--- config.mk ---
export PLATFORM = sky130hd
export DESIGN_NAME = ser10_loop
export DESIGN_NICKNAME = d
export VERILOG_FILES = /design/src/rtl/ser10_loop.sv
export SDC_FILE = /design/constraint.sdc
export NUM_CORES = 1
export LEC_CHECK = 0
export BUFFER_PORTS_ARGS = -buffer_cell sky130_fd_sc_hd__buf_2
export CAP_MARGIN = 10
export CORE_MARGIN = 2
export CORE_UTILIZATION = 39
export CTS_CLUSTER_SIZE = 24
export DETAILED_ROUTE_END_ITERATION = 7
export SLEW_MARGIN = 15
export SYNTH_ARGS = -nofsm -noshare
export SYNTH_HDL_FRONTEND = slang
export SYNTH_SLANG_ARGS = --single-unit
--- constraint.sdc ---
create_clock -name clk -period 1.55 [get_ports clk]
set_input_delay 0.0775 -clock clk [delete_from_list [all_inputs] [get_ports clk]]
set_output_delay 0.0775 -clock clk [all_outputs]
set_load 0.02 [all_outputs]
--- src/rtl/ser10_loop.sv ---
module ser10_loop #(
  parameter int WORD_W = 10
) (
  input  logic              clk,
  input  logic              rst_n,
  input  logic              word_stb,
  input  logic [WORD_W-1:0] tx_word,
  input  logic              loop_en,
  input  logic              line_rx,
  output logic              line_tx,
  output logic              rx_bit,
  output logic              word_take
);
  localparam int CW = $clog2(WORD_W);
  localparam logic [CW-1:0] LAST = CW'(WORD_W - 1);

  logic [CW-1:0]     pos;
  logic [WORD_W-1:0] hold;
  logic [WORD_W-1:0] shreg;
  logic              loop_q;

  assign word_take = (pos == LAST);

  always_ff @(posedge clk or negedge rst_n) begin
    if (!rst_n) begin
      hold <= '0;
    end else if (word_stb) begin
      hold <= tx_word;
    end
  end

  always_ff @(posedge clk or negedge rst_n) begin
    if (!rst_n) begin
      pos    <= '0;
      shreg  <= '0;
      loop_q <= 1'b0;
    end else if (word_take) begin
      pos    <= '0;
      shreg  <= hold;
      loop_q <= loop_en;
    end else begin
      pos    <= pos + CW'(1);
      shreg  <= {1'b0, shreg[WORD_W-1:1]};
    end
  end

  assign line_tx = loop_q ? 1'b0 : shreg[0];
  assign rx_bit  = loop_q ? shreg[0] : line_rx;
endmodule


==> summary.txt <==
Run status
  • Outcome: finished, final reports clean

Power and ir drop
  • Total power draw: 1.102 mW
  • Worst IR drop on VDD: 0.6058 mV
  • P_leak: 0.6083 nW
  • Pwr Density: 874.3 mW/mm^2

Timing
  • Fmax: 0.6857 GHz
  • Setup Skew: 0.007698 ns
  • Fin. max-slew vios: 0
  • Setup ws final: 0.09163 ns
  • Final hold violations: 0
  • Final Critical Period: 1.458 ns
  • Final setup violation count: 0
  • Slew @ Worst Pin: 0.5473 ns
  • Max-slew headroom: 0.6351
  • Tcrit/Tclk final: 0.9409

Placement
  • Final RePlAce weighted congestion: 0.6527
  • DP HPWL: 1027 microns
  • Port Buffers: 17
  • Dpl ws: 0.1526 ns

Hold path
  • Worst hold path depth: 2
  • Worst min path class: input port to flip-flop
  • Worst hold start: word_stb
  • Worst hold endpoint: hold[1]$_DFFE_PN0P_

Setup path
  • Crit path required time: 1.47 ns
  • CP max FO: 5
  • WS Path Type: flip-flop to output pin
  • Crit path capture type: output pin
  • Worst R2R Start: pos[2]$_DFF_PN0_
  • Worst reg2reg path depth: 4
  • Worst Setup Start Kind: flip-flop
  • Reg2reg end: shreg[0]$_DFF_PN0_
  • Worst R2R Setup Slack: 0.17 ns
  • Crit path DAT: 1.38 ns

Yosys
  • Avg Cell Area, Syn: 16.08 sq um
  • Post-synth cell types: 15
  • Post-synthesis sequential area ratio: 0.6378
  • Yosys reg bits: 25
  • Synth Net Count: 76
  • Mapped cell area: 980.9 sq um
  • Synth Instances: 61
  • Ys Warns: 0

Finish
  • Antenna fix cells: 0
  • # fillers: 222
  • Area grow syn2layout: 28.44%
  • Commonest non-fill, non-tap cell in the layout: dfrtp_1
  • Layout cell share with drive strength beyond 1: 0.5263
  • Final layout net count: 111
  • Most frequent cells in the layout: 25 x dfrtp_1, 22 x mux2_2, 16 x buf_2

Route
  • DR vias/cell: 4.672
  • Total number of vias: 584
  • Post-DR wirelength/cell: 12.10 microns
  • Routed WL: 1513 microns
  • First-pass DRT Iterations: 1
  • 1st-iter DRT viols: 0
  • Post-detailed-route count of antenna-violating nets: 0
  • Drc violations: 0

Clock tree
  • CTS Buf Count: 3
  • Clk sinks: 25
  • CTS tree: yes
  • Clock tree buffer depth: 2
  • Clock latency on the worst-skew pair: 0.31 ns
  • Htree depth: 1
  • Root Buffer: clkbuf_4
  • Clock transition at path regs: 0.13 ns

Global routing
  • Initial antenna violation count: 0
  • Gr usage total: 0.1257
  • Largest net degree at the start of global routing: 26
  • GRT overflow: 0
  • First-pass GRT wire length: 2566 microns
  • Vias in the first global route: 563

Flow run
  • Max-Cap Viols: 0

Floorplanning
  • Die height: 54.15 microns
  • I/O pins: 18
  • FP Rows: 18
  • Core Region: 0.002432 sq mm
  • Initial Utilization: 0.4033
  • Die X: 54.15 microns
  • Die Footprint: 0.002932 sq mm
==> timing repair <==
action                                  in CTS  in global routing
hold buffers                                12                  0
gates resized for setup                      0                  1
setup buffers                                0                  1
endpoints found under the hold margin       36                  0
endpoints found under the setup margin       0                  1
==> registers in the layout, summed over array words and instances (netlist names) <==
register,cells
pos,4
hold,10
shreg,10
loop_q,1
==> cells in the mapped netlist, drive strengths merged <==
cell type	count	area share
xnor2	1	0.0089
dfrtp	25	0.64
nor3	1	0.0051
nor2	1	0.0038
and2	1	0.0077
nor3b	1	0.019
o21ai	1	0.0051
inv	2	0.0077
nand2	1	0.0038
a221o	1	0.011
mux2	22	0.25
buf	2	0.017
nor2b	2	0.020
==> worst max-delay path: stages, from the launching register on <==
cell     delay [ns]
dfrtp_1        0.44
nor2b_4        0.14
nor3b_4        0.19
buf_4          0.17
buf_4          0.14
==> cells by family after synthesis <==
| kind of cell | count (synthesis) | synth area share |
|---|---|---|
| flip-flops | 25 | 0.6378 |
| AO/OA/AOI/OAI | 2 | 0.01658 |
| buffers and inverters | 4 | 0.02423 |
| XOR/XNOR | 1 | 0.008930 |
| multiplexers | 22 | 0.2526 |
| AND/OR/NAND/NOR | 7 | 0.05994 |
==> layer usage <==
metal / up-vias / GRT usage / wire length [microns]
met3: 2 / 0.03333 / 51
met5: - / 0 / 0
met4: 0 / 0.03750 / 10
li1: 283 / - / -
met2: 10 / 0.1888 / 719
met1: 289 / 0.1781 / 732
==> where the power goes <==
group | internal, mW | switching (mW)
logic | 0.0799 | 0.0449
clock network | 0.0961 | 0.181
registers | 0.685 | 0.0152
total | 0.861 | 0.241
==> area by class of cell <==
type                            instances  area [sq um]  share of cell area
Sequential cell                        25         625.6              0.4965
Tap cell                               30         37.54             0.02979
Clock inverter                          1         5.005            0.003972
Inverter                                2         7.507            0.005958
Timing Repair Buffer                   32         230.2              0.1827
Clock buffer                            3         22.52             0.01787
Multi-Input combinational cell         32         331.6              0.2632
==> worst max path at each step <==
stage | depth (start not counted) | slack, ns | from | end
after floorplan | 4 | 0.15 | pos[2]$_DFF_PN0_ | shreg[1]$_DFF_PN0_
after global placement | 4 | 0.19 | pos[2]$_DFF_PN0_ | shreg[4]$_DFF_PN0_
after detailed placement | 4 | 0.15 | pos[2]$_DFF_PN0_ | shreg[0]$_DFF_PN0_
after CTS | 4 | 0.04 | pos[2]$_DFF_PN0_ | word_take
after global routing | 4 | -0.01 | pos[2]$_DFF_PN0_ | word_take
final | 4 | 0.09 | pos[2]$_DFF_PN0_ | word_take
==> through the flow <==
step	hold WS [ns]	instances	instance area [sq um]	TNS [ns]	utilization
6_report	0.2265	125	1260	0	0.5180
5_1_grt	0.2159	125	1260	-0.009563	0.5180
4_1_cts	0.2238	124	1250	0	0.5139
3_5_place_dp	0.09510	108	1102	0	0.4532
3_3_place_gp	0.1007	108	1102	0	0.4532
2_1_floorplan	-0.2181	61	980.9	0	-
No activity file was read; power rests on OpenSTA's default activity.
